## config.mk

```make
export PLATFORM = sky130hd
export DESIGN_NAME = barrel_shift_reg
export DESIGN_NICKNAME = d
export VERILOG_FILES = /design/src/rtl/barrel_shift_pkg.sv /design/src/rtl/bs_mux2.sv /design/src/rtl/bs_capture.sv /design/src/rtl/bs_orient.sv /design/src/rtl/bs_stage.sv /design/src/rtl/barrel_shift_reg.sv
export SDC_FILE = /design/constraint.sdc
export NUM_CORES = 1
export LEC_CHECK = 0
export BUFFER_PORTS_ARGS = -buffer_cell sky130_fd_sc_hd__buf_2
export CORE_ASPECT_RATIO = 1.25
export CORE_MARGIN = 2
export CORE_UTILIZATION = 30
export CTS_BUF_LIST = sky130_fd_sc_hd__clkbuf_16
export DETAILED_ROUTE_END_ITERATION = 10
export HOLD_SLACK_MARGIN = 0.03
export PLACE_DENSITY_LB_ADDON = 0.08
export SLEW_MARGIN = 40
export SYNTH_ARGS = -nofsm -noshare
export SYNTH_HDL_FRONTEND = slang
export SYNTH_HIERARCHICAL = 1
export SYNTH_SLANG_ARGS = --single-unit
```

## constraint.sdc

```tcl
create_clock -name clk -period 4.58 [get_ports clk]
set_input_delay 1.145 -clock clk [delete_from_list [all_inputs] [get_ports clk]]
set_output_delay 1.145 -clock clk [all_outputs]
set_load 0.005 [all_outputs]
```

## src/rtl/barrel_shift_pkg.sv

```systemverilog
// Package: shared sizing for the registered barrel shifter.
// Assumes: word width is a power of two; count width is its log2.
package barrel_shift_pkg;
    localparam int WORD_W  = 16;
    localparam int COUNT_W = $clog2(WORD_W);
endpackage

```

## src/rtl/bs_mux2.sv

```systemverilog
// Module: bs_mux2
// Selects d1 when sel is high, otherwise d0, built from primitive gates.
// Assumes: single-bit operands; no glitch filtering is required.
module bs_mux2 (
    input  logic d0,
    input  logic d1,
    input  logic sel,
    output logic y
);
    logic sel_n;
    logic pick0;
    logic pick1;

    // Invert select, gate each leg, merge the legs.
    not u_inv  (sel_n, sel);
    and u_and0 (pick0, d0, sel_n);
    and u_and1 (pick1, d1, sel);
    or  u_or   (y, pick0, pick1);
endmodule

```

## src/rtl/bs_capture.sv

```systemverilog
// Module: bs_capture
// Samples word, count, direction and mode on the rising edge.
// Assumes: synchronous active-low reset; reset value is all zeros.
module bs_capture #(
    parameter int W  = barrel_shift_pkg::WORD_W,
    parameter int CW = barrel_shift_pkg::COUNT_W
) (
    input  logic          clk,
    input  logic          rst_n,
    input  logic [W-1:0]  word_in,
    input  logic [CW-1:0] count_in,
    input  logic          right_in,
    input  logic          arith_in,
    output logic [W-1:0]  word_q,
    output logic [CW-1:0] count_q,
    output logic          right_q,
    output logic          arith_q
);
    // Capture every control and data input once per clock.
    always_ff @(posedge clk) begin
        if (!rst_n) begin
            word_q  <= '0;
            count_q <= '0;
            right_q <= 1'b0;
            arith_q <= 1'b0;
        end else begin
            word_q  <= word_in;
            count_q <= count_in;
            right_q <= right_in;
            arith_q <= arith_in;
        end
    end
endmodule

```

## src/rtl/bs_orient.sv

```systemverilog
// Module: bs_orient
// Passes the word straight through when keep is high, else bit-reverses it.
// Assumes: used on both sides of the network, so two reversals cancel.
module bs_orient #(
    parameter int W = barrel_shift_pkg::WORD_W
) (
    input  logic [W-1:0] d,
    input  logic         keep,
    output logic [W-1:0] y
);
    // One gate-level mux per bit: straight bit versus mirrored bit.
    for (genvar i = 0; i < W; i++) begin : g_bit
        bs_mux2 u_mux (
            .d0  (d[W-1-i]),
            .d1  (d[i]),
            .sel (keep),
            .y   (y[i])
        );
    end
endmodule

```

## src/rtl/bs_stage.sv

```systemverilog
// Module: bs_stage
// One rank of the log shifter: moves the word DIST places toward bit 0 when en is high.
// Assumes: vacated upper positions take the shared fill bit.
module bs_stage #(
    parameter int W    = barrel_shift_pkg::WORD_W,
    parameter int DIST = 1
) (
    input  logic [W-1:0] d,
    input  logic         en,
    input  logic         fill,
    output logic [W-1:0] y
);
    // Per bit: choose the unshifted bit or the bit DIST above it (or fill).
    for (genvar i = 0; i < W; i++) begin : g_bit
        if (i + DIST < W) begin : g_inner
            bs_mux2 u_mux (
                .d0  (d[i]),
                .d1  (d[i+DIST]),
                .sel (en),
                .y   (y[i])
            );
        end else begin : g_edge
            bs_mux2 u_mux (
                .d0  (d[i]),
                .d1  (fill),
                .sel (en),
                .y   (y[i])
            );
        end
    end
endmodule

```

## src/rtl/barrel_shift_reg.sv

```systemverilog
// Module: barrel_shift_reg (top)
// Registered 16-bit shifter: capture, orient, four log stages, orient back.
// Assumes: the output is combinational from the capture register, valid one cycle after sampling.
module barrel_shift_reg #(
    parameter int W  = barrel_shift_pkg::WORD_W,
    parameter int CW = barrel_shift_pkg::COUNT_W
) (
    input  logic          clk,
    input  logic          rst_n,
    input  logic [15:0]   data_in,
    input  logic [3:0]    shift_amt,
    input  logic          shift_right,
    input  logic          sign_mode,
    output logic [15:0]   data_out
);
    localparam int STAGES = CW;

    logic [W-1:0]  word_q;
    logic [CW-1:0] count_q;
    logic          right_q;
    logic          arith_q;
    logic          fill_bit;
    logic [W-1:0]  lvl [STAGES+1];

    bs_capture #(.W(W), .CW(CW)) u_capture (
        .clk      (clk),
        .rst_n    (rst_n),
        .word_in  (data_in),
        .count_in (shift_amt),
        .right_in (shift_right),
        .arith_in (sign_mode),
        .word_q   (word_q),
        .count_q  (count_q),
        .right_q  (right_q),
        .arith_q  (arith_q)
    );

    // Sign copies only for arithmetic right shifts; left shifts see zero.
    and u_fill (fill_bit, right_q, arith_q, word_q[W-1]);

    bs_orient #(.W(W)) u_orient_in (
        .d    (word_q),
        .keep (right_q),
        .y    (lvl[0])
    );

    // Stage k moves by 2**k under control of count bit k.
    for (genvar k = 0; k < STAGES; k++) begin : g_stage
        bs_stage #(.W(W), .DIST(1 << k)) u_stage (
            .d    (lvl[k]),
            .en   (count_q[k]),
            .fill (fill_bit),
            .y    (lvl[k+1])
        );
    end

    bs_orient #(.W(W)) u_orient_out (
        .d    (lvl[STAGES]),
        .keep (right_q),
        .y    (data_out)
    );
endmodule

```

==> results.md, run 1 <==
* Cts bufs inserted at 3
* Slew Limit Fails at 0
* Layout cells sized above 1 at 85.9%
* DR vias/cell at between 4 and 5
* Nets at 210
* CTS Hold Bufs at 0
* Worst slew pin tran at 0.559 ns
* CTS tree: yes
* Commonest non-fill, non-tap cell in the layout: mux2_4
* Placed inst area at roughly 2400 µm²
* Diode count at 0
* Worst Path Required at 3.43 ns
* Cell mode on critical path: mux2_4
* Critical path class: reg -> out
* Initial antenna violation count at 0
* Post-synthesis sequential area ratio at 21.3%
* Setup crit end: data_out[4]
* Global-route usage over all layers at 8.64%
* Synthesized area at just over 2000 µm²
* First-pass GRT wire length at 5.44 mm
* Vias at 1,200
* FP Rows at 33
* DR iter-0 viols at 9
* CP delay by family, top: multiplexers
* PD cells at 251 nW/µm²
* GRT met3 Usage at under 10%
* Global route total overflow at 0
* CP startpoint kind: register
* Fmax at around 250 MHz
* # clock sinks at 22
* Arr. time, crit path at ~2.8 ns
* CP Buf/Inv Count at 1
* Routed len/inst at 12.0 µm
* Layout fillers at between 700 and 800
* Endpoint class of the critical path: output pin
* Drt pass-1 iters at 4
* CTS Buffer Depth at 2
* #FFs+latches synth at 22
* Die height at 96.8 µm
* Max FO, Critical Path at 33
* Crit-path max cell delay at 0.71 ns
* Peak VDD IR at 0.165 mV
* Core ar. at 6610 µm²
* Yosys warning total at 6
* Initial Util at between 30% and 40%
* Final Cycle Share at 86.9%
* Vias in the first global route at 1,263
* Max cap viols at 0
* Layout overhead on the synthesized area at 18.1%
* Final Hold Viols at 0
* Die ar. at 7580 µm²
* Crit-path cells: mux2_4, mux2_4, mux2_4, mux2_4, mux2_4, mux2_4, buf_2
* Worst hold path class: in -> reg
* Post-Syn Instances at 143
* Routed WL at 3.25 mm
* Critical path startpoint: u_capture/right_q$_SDFF_PN0_
* Antenna Nets Post-Route at 0
* Setup TNS at 0 ns
* Drt drc at 0
* Largest net degree at the start of global routing at 34
* H-tree levels at 1
* Root Buffer: clkbuf_16
* RD Place Congestion at 0.719
* Crit path max-delay cell type: dfxtp_4
* Gr busiest metal: met2
* Post-Syn Nets at 167
* Synthesized area per cell at 14.5 µm²
* Die width at about 78 µm
* Post_cts resized at 0
* Worst-path clk slew at 0.06 ns
* Cell variety after synth at 6
* Final setup fails at 0
* Status: complete, no violations
* PortBufs at 39
* Leakage at 1.18 nW
* Minimum clock period at 3.98 ns
* Most frequent cells in the layout: 96 x mux2_4, 39 x buf_2, 18 x dfxtp_1
* Critical path depth at 7
* Routing usage on met1 at about 7.7%
* Setup bufs post-CTS at 0
* Max-slew headroom at between 60% and 70%
* RSZ-0062 raised after global routing: no
* M2 GR Usage at 18.4%
* Boundary Pins at 40
* Design Area, Final at 2440 µm²
## registers in the layout, summed over array words and instances (netlist names)
name               cells
u_capture/arith_q      1
u_capture/count_q      4
u_capture/right_q      1
u_capture/word_q      16
## cell families (layout without fill, tap and decap cells)
family | after synthesis | in the layout | synth area share (%)
buf+inv | 2 | 44 | 1.09
simple gates | 23 | 23 | 7.93
mux | 96 | 96 | 69.7
flops | 22 | 22 | 21.3
## how the worst min path moves through the flow
stage | slack [ns] | from | end | cells past startpoint
after detailed placement | 1.36 | data_in[10] | u_capture/word_q[10]$_SDFF_PN0_ | 2
after global routing | 1.10 | shift_right | u_capture/right_q$_SDFF_PN0_ | 2
final | 1.10 | data_in[10] | u_capture/word_q[10]$_SDFF_PN0_ | 2
after floorplan | 1.27 | sign_mode | u_capture/arith_q$_SDFF_PN0_ | 1
after global placement | 1.35 | data_in[12] | u_capture/word_q[12]$_SDFF_PN0_ | 2
after CTS | 1.09 | sign_mode | u_capture/arith_q$_SDFF_PN0_ | 2
## Yosys cell counts
cell,n,share of area (%)
and2_1,6,1.8
and2_2,16,5.8
and3_1,1,0.30
buf_6,2,1.1
dfxtp_1,22,21
mux2_4,96,70
## layout make-up
class | count | area [µm²] | share of cell area [%]
Clock buffer | 3 | 75.1 | 3.07
Clock inverter | 1 | 3.75 | 0.154
Multi-Input combinational cell | 119 | 1610 | 65.7
Sequential cell | 22 | 448 | 18.3
Tap cell | 87 | 109 | 4.45
Timing Repair Buffer | 40 | 203 | 8.29
## per-layer routing
| layer | routed length [µm] | up-vias | part of all wire, % |
|---|---|---|---|
| met5 | 0 | - | 0 |
| met4 | 40 | 0 | 1.2 |
| met3 | 157 | 4 | 4.8 |
| met2 | 1840 | 30 | 57 |
| met1 | 1210 | 559 | 37 |
| li1 | - | 607 | - |
## through the flow
stage	cells	hold slack, ns	setup WS, ns	power (mW)	util (%)
floorplan	143	1.27	0.348	0.398	-
global placement	268	1.35	0.581	0.440	35.7
detailed placement	268	1.36	0.849	0.443	35.8
CTS	272	1.09	0.570	0.627	37.0
global route	272	1.10	0.514	0.648	37.0
finish	272	1.10	0.599	0.615	37.0
## report_power, final
group / leakage, nW / switching (mW) / internal, mW
sequential: 0.185 / 0.0218 / 0.202
combinational: 0.955 / 0.0565 / 0.153
clock: 0.0385 / 0.0647 / 0.116
total: 1.18 / 0.143 / 0.471
No activity file was read; power rests on OpenSTA's default activity.
==> run 2: changes to the inputs <==
CTS_BUF_LIST = unset   (was sky130_fd_sc_hd__clkbuf_16)
==> results.md, run 2 (synthesized netlist as in run 1, its figures left out) <==
* CP startpoint kind: register
* Initial Util at 31.3% (unchanged)
* Die height at 96.8 µm (unchanged)
* Final Hold Viols at 0 (unchanged)
* Metal-1 WL at 1.20 mm (-1.3%)
* Worst slew pin tran at 0.556 ns (-0.00241 ns)
* Largest net degree at the start of global routing at 34 (unchanged)
* Endpoint class of the critical path: output pin
* Multi-input logic area at 1610 µm² (unchanged)
* # clock sinks at 22 (unchanged)
* First-pass GRT wire length at 5.42 mm (-0.51%)
* Max cap viols at 0 (unchanged)
* Commonest non-fill, non-tap cell in the layout: mux2_4
* Diode count at 0 (unchanged)
* Core ar. at 6610 µm² (unchanged)
* Design Area, Final at 2420 µm² (-0.97%)
* Setup bufs post-CTS at 0 (unchanged)
* Status: complete, no violations
* Routed len/inst at 11.9 µm (-0.83%)
* Global-route usage over all layers at 8.49% (-0.15 points)
* Largest regs: u_capture/word_q x16, u_capture/count_q x4
* Leakage at 1.17 nW (-0.83%)
* Max-slew headroom at 62.9% (+0.16 points)
* Internal power at 0.431 mW (-8.5%)
* Critical path startpoint: u_capture/right_q$_SDFF_PN0_
* Met3 routed WL at 146 µm (-7.0%)
* Layout fillers at 707 (+0.71%)
* RD Place Congestion at 0.719 (unchanged)
* Largest register FFs at 16 (unchanged)
* Top reg by flops: u_capture/word_q
* Minimum clock period at 3.99 ns (+0.00692 ns)
* PD cells at 234 nW/µm² (-6.9%)
* Routed WL at 3.23 mm (-0.83%)
* Layout cells sized above 1 at 86.5% (+0.54 points)
* Boundary Pins at 40 (unchanged)
* Metal2 WL at 1.86 mm (+0.87%)
* Global route total overflow at 0 (unchanged)
* CTS Buffer Depth at 2 (unchanged)
* Placed cells at 268 (unchanged)
* Storage cell area at 448 µm² (unchanged)
* Worst Path Required at 3.43 ns (about the same)
* Drt drc at 0 (unchanged)
* Peak VDD IR at 0.148 mV (-10%)
* Critical path class: reg -> out
* Die ar. at 7580 µm² (unchanged)
* Final Cycle Share at 87.1% (+0.15 points)
* Sequential power share at 39.5% (+3.1 points)
* CTS Hold Bufs at 0 (unchanged)
* H-tree levels at 1 (unchanged)
* CTS tree: yes
* Fmax at 251 MHz (-0.17%)
* PortBufs at 39 (unchanged)
* Cts bufs inserted at 3 (unchanged)
* Finished Layout Cells at 272 (unchanged)
* Arr. time, crit path at 2.84 ns (about the same)
* Layout overhead on the synthesized area at 17.0%
* Nets at 210 (unchanged)
* Setup crit end: data_out[4]
* DR iter-0 viols at 14 (+5)
* Vias at 1,196 (-0.33%)
* Initial antenna violation count at 0 (unchanged)
* Switching Share at 23.8% (+0.57 points)
* Clock network power share at 23.6% (-5.9 points)
* Root Buffer: clkbuf_8
* Part of the power in combinational logic at 37.0% (+2.9 points)
* Max FO, Critical Path at 33 (unchanged)
* Post_cts resized at 0 (unchanged)
* Worst-path clk slew at 0.08 ns (+0.02 ns)
* FP Rows at 33 (unchanged)
* Switching pwr at 0.135 mW (-5.6%)
* DR vias/cell at 4.40 (-0.33%)
* Top Metal Used: met4
* Final setup fails at 0 (unchanged)
* RSZ-0062 raised after global routing: no
* Die width at 78.3 µm (unchanged)
* Most frequent cells in the layout: 96 x mux2_4, 39 x buf_2, 18 x dfxtp_1
* Slew Limit Fails at 0 (unchanged)
* Vias in the first global route at 1,262 (-0.079%)
* Drt pass-1 iters at 4 (unchanged)
* Antenna Nets Post-Route at 0 (unchanged)
* Setup TNS at 0 ns (unchanged)
* Placed inst area at 2360 µm² (unchanged)
* Worst hold path class: in -> reg
-- run 2: changes by cell type in the layout (fill, tap and decap cells not counted) --
cell / change
clkbuf_16: -3
clkbuf_8: +4
clkinv_1: -1
-- run 2: cell type report --
type	instances	area share (%)
Sequential cell	22	18.5
Clock buffer	4	2.28
Tap cell	87	4.50
Multi-Input combinational cell	119	66.3
Timing Repair Buffer	40	8.38
-- run 2: how the worst min path moves through the flow --
stage	endpoint	startpoint	cells past startpoint
after CTS	u_capture/arith_q$_SDFF_PN0_	sign_mode	2
final	u_capture/word_q[10]$_SDFF_PN0_	data_in[10]	2
after floorplan	u_capture/arith_q$_SDFF_PN0_	sign_mode	1
after global routing	u_capture/right_q$_SDFF_PN0_	shift_right	2
after global placement	u_capture/word_q[12]$_SDFF_PN0_	data_in[12]	2
after detailed placement	u_capture/word_q[10]$_SDFF_PN0_	data_in[10]	2
-- run 2: power by group through the flow --
stage,Clock (mW),Sequential (mW),Combinational (mW)
finish,0.133,0.224,0.209
global route,0.149,0.226,0.226
CTS,0.141,0.224,0.214
detailed placement,0,0.229,0.214
global placement,0,0.228,0.212
floorplan,0,0.227,0.171
-- run 2: metrics by stage --
step / util, % / setup slack (ns) / hold slack [ns] / total power, mW
CTS: 36.6 / 0.555 / 1.08 / 0.580
finish: 36.6 / 0.592 / 1.09 / 0.566
global placement: 35.7 / 0.581 / 1.35 / 0.440
floorplan: - / 0.348 / 1.27 / 0.398
global route: 36.6 / 0.495 / 1.08 / 0.601
detailed placement: 35.8 / 0.849 / 1.36 / 0.443
-- run 2: worst max-delay path: stages, from the launching register on --
cell	delay (ns)
dfxtp_4	0.72
mux2_4	0.35
mux2_4	0.29
mux2_4	0.28
mux2_4	0.28
mux2_4	0.27
mux2_4	0.26
buf_2	0.12
-- run 2: metal layers --
metal,vias to the layer above,global-route usage (%)
li1,607,-
met1,559,7.61
met2,28,18.4
met3,2,1.31
met4,0,2.43
met5,-,0
==> run 3: changes to the inputs <==
clock period = 3.62 ns   (was 4.58 ns; I/O delays follow)
==> results.md, run 3 (synthesized netlist as in run 1, its figures left out) <==
* Fmax at roughly 280 MHz
* DR iter-0 viols at 14 (unchanged)
* CTS Hold Bufs at 0 (unchanged)
* Final Hold Viols at 0 (unchanged)
* DR vias/cell at 4.40 (about the same)
* Endpoint class of the critical path: output pin
* Global-route usage over all layers at 8.81% (+0.33 points)
* Peak VDD IR at 0.155 mV (+4.9%)
* Largest net degree at the start of global routing at 23 (-32%)
* Vias at 1,228 (+2.7%)
* Drt drc at 0 (unchanged)
* Commonest non-fill, non-tap cell in the layout: mux2_4
* CP startpoint kind: register
* Worst Path Required at 2.71 ns (-0.72 ns)
* Initial Util at 31.3% (unchanged)
* Utilization after layout at 37.7% (+1.0 points)
* Drt pass-1 iters at 3 (-1)
* Final Cycle Share at around 100%
* Leakage at 1.21 nW (+3.5%)
* CTS tree: yes
* Max FO, Critical Path at 17 (-48%)
* Max-slew headroom at 81.4% (+19 points)
* Routed len/inst at 11.9 µm (+0.21%)
* Slew Limit Fails at 0 (unchanged)
* Top reg by flops: u_capture/word_q
* Initial antenna violation count at 0 (unchanged)
* RD Place Congestion at 0.685 (-4.8%)
* # clock sinks at 22 (unchanged)
* Die ar. at 7580 µm² (unchanged)
* Most frequent cells in the layout: 96 x mux2_4, 39 x buf_2, 21 x dfxtp_1
* Antenna Nets Post-Route at 0 (unchanged)
* Worst hold path class: in -> reg
* Minimum clock period at 3.52 ns
* Diode count at 0 (unchanged)
* Setup TNS at 0 ns (unchanged)
* PD cells at 291 nW/µm² (+24%)
* Cts bufs inserted at 3 (unchanged)
* Nets at 217 (+3.3%)
* RSZ-0062 raised after global routing: no
* Final setup fails at 0 (unchanged)
* FP Rows at 33 (unchanged)
* Arr. time, crit path at 2.61 ns (-0.23 ns)
* Layout cells sized above 1 at 85.4% (-1.1 points)
* PortBufs at 39 (unchanged)
* Die width at 78.3 µm (unchanged)
* Worst slew pin tran at 0.278 ns (-0.278 ns)
* H-tree levels at 1 (unchanged)
* Vias in the first global route at 1,262 (unchanged)
* Status: complete, no violations
* First-pass GRT wire length at 5.54 mm (+2.3%)
* Worst-path clk slew at 0.07 ns (about the same)
* Global route total overflow at 0 (unchanged)
* Layout overhead on the synthesized area at 20.3%
* Overall power at 0.725 mW (+28%)
* Largest register FFs at 16 (unchanged)
* Boundary Pins at 40 (unchanged)
* CTS Buffer Depth at 2 (unchanged)
* Core ar. at 6610 µm² (unchanged)
* Largest regs: u_capture/word_q x16, u_capture/count_q x4
* Critical path class: reg -> out
* Max cap viols at 0 (unchanged)
* Die height at 96.8 µm (unchanged)
* Root Buffer: clkbuf_8
* Routed WL at 3.32 mm (+2.8%)
run 3: cell types whose count changed in the layout (fill, tap and decap cells not counted), sizes merged:
cell and delta:
buf +7
run 3: layer usage:
metal,vias to the layer above,track usage (%),wire length (µm)
li1,621,-,-
met1,571,8.24,1220
met2,31,18.2,1910
met3,5,1.49,130
met4,0,3.24,53
met5,-,0,0
run 3: path summary, 6_finish.rpt:
path	start	end	cells past startpoint	slack (ns)
min	sign_mode	u_capture/arith_q$_SDFF_PN0_	2	0.85
max	u_capture/right_q$_SDFF_PN0_	data_out[2]	9	0.10
run 3: stage by stage:
step	hold slack (ns)	setup WS [ns]	instance area [µm²]	instances
after floorplan	1.03	0.139	2070	143
after global placement	1.11	0.234	2400	273
after detailed placement	1.11	0.191	2400	273
after CTS	0.838	0.0343	2450	277
after global routing	0.843	0.0101	2490	279
final	0.847	0.101	2490	279
run 3: cell type report:
class / instances / area, µm²
multi-input combinational: 119 / 1610
tap: 87 / 109
fill: 672 / 4120
clock buffer: 4 / 55.1
sequential: 22 / 444
timing repair buffer: 47 / 275
run 3: what timing repair did:
| item | in CTS | in global routing |
|---|---|---|
| buffers inserted | 0 | 2 |
| endpoints found under the setup margin | 16 | 5 |
| gates resized for setup | 1 | 2 |
run 3: report_power, final:
| group | internal (mW) | switching, mW | leakage (nW) | total, mW |
|---|---|---|---|---|
| logic | 0.200 | 0.0946 | 0.997 | 0.294 |
| clock network | 0.0968 | 0.0726 | 0.0288 | 0.169 |
| registers | 0.255 | 0.00618 | 0.184 | 0.261 |
| total | 0.551 | 0.173 | 1.21 | 0.725 |
run 3: worst max-delay path, stage by stage, from the launching register on:
cell and delay [ns]:
dfxtp_4 0.36, buf_6 0.15, buf_6 0.18, and3_1 0.18
mux2_4 0.26, mux2_4 0.28, mux2_4 0.28, mux2_4 0.27
mux2_4 0.27, buf_2 0.12
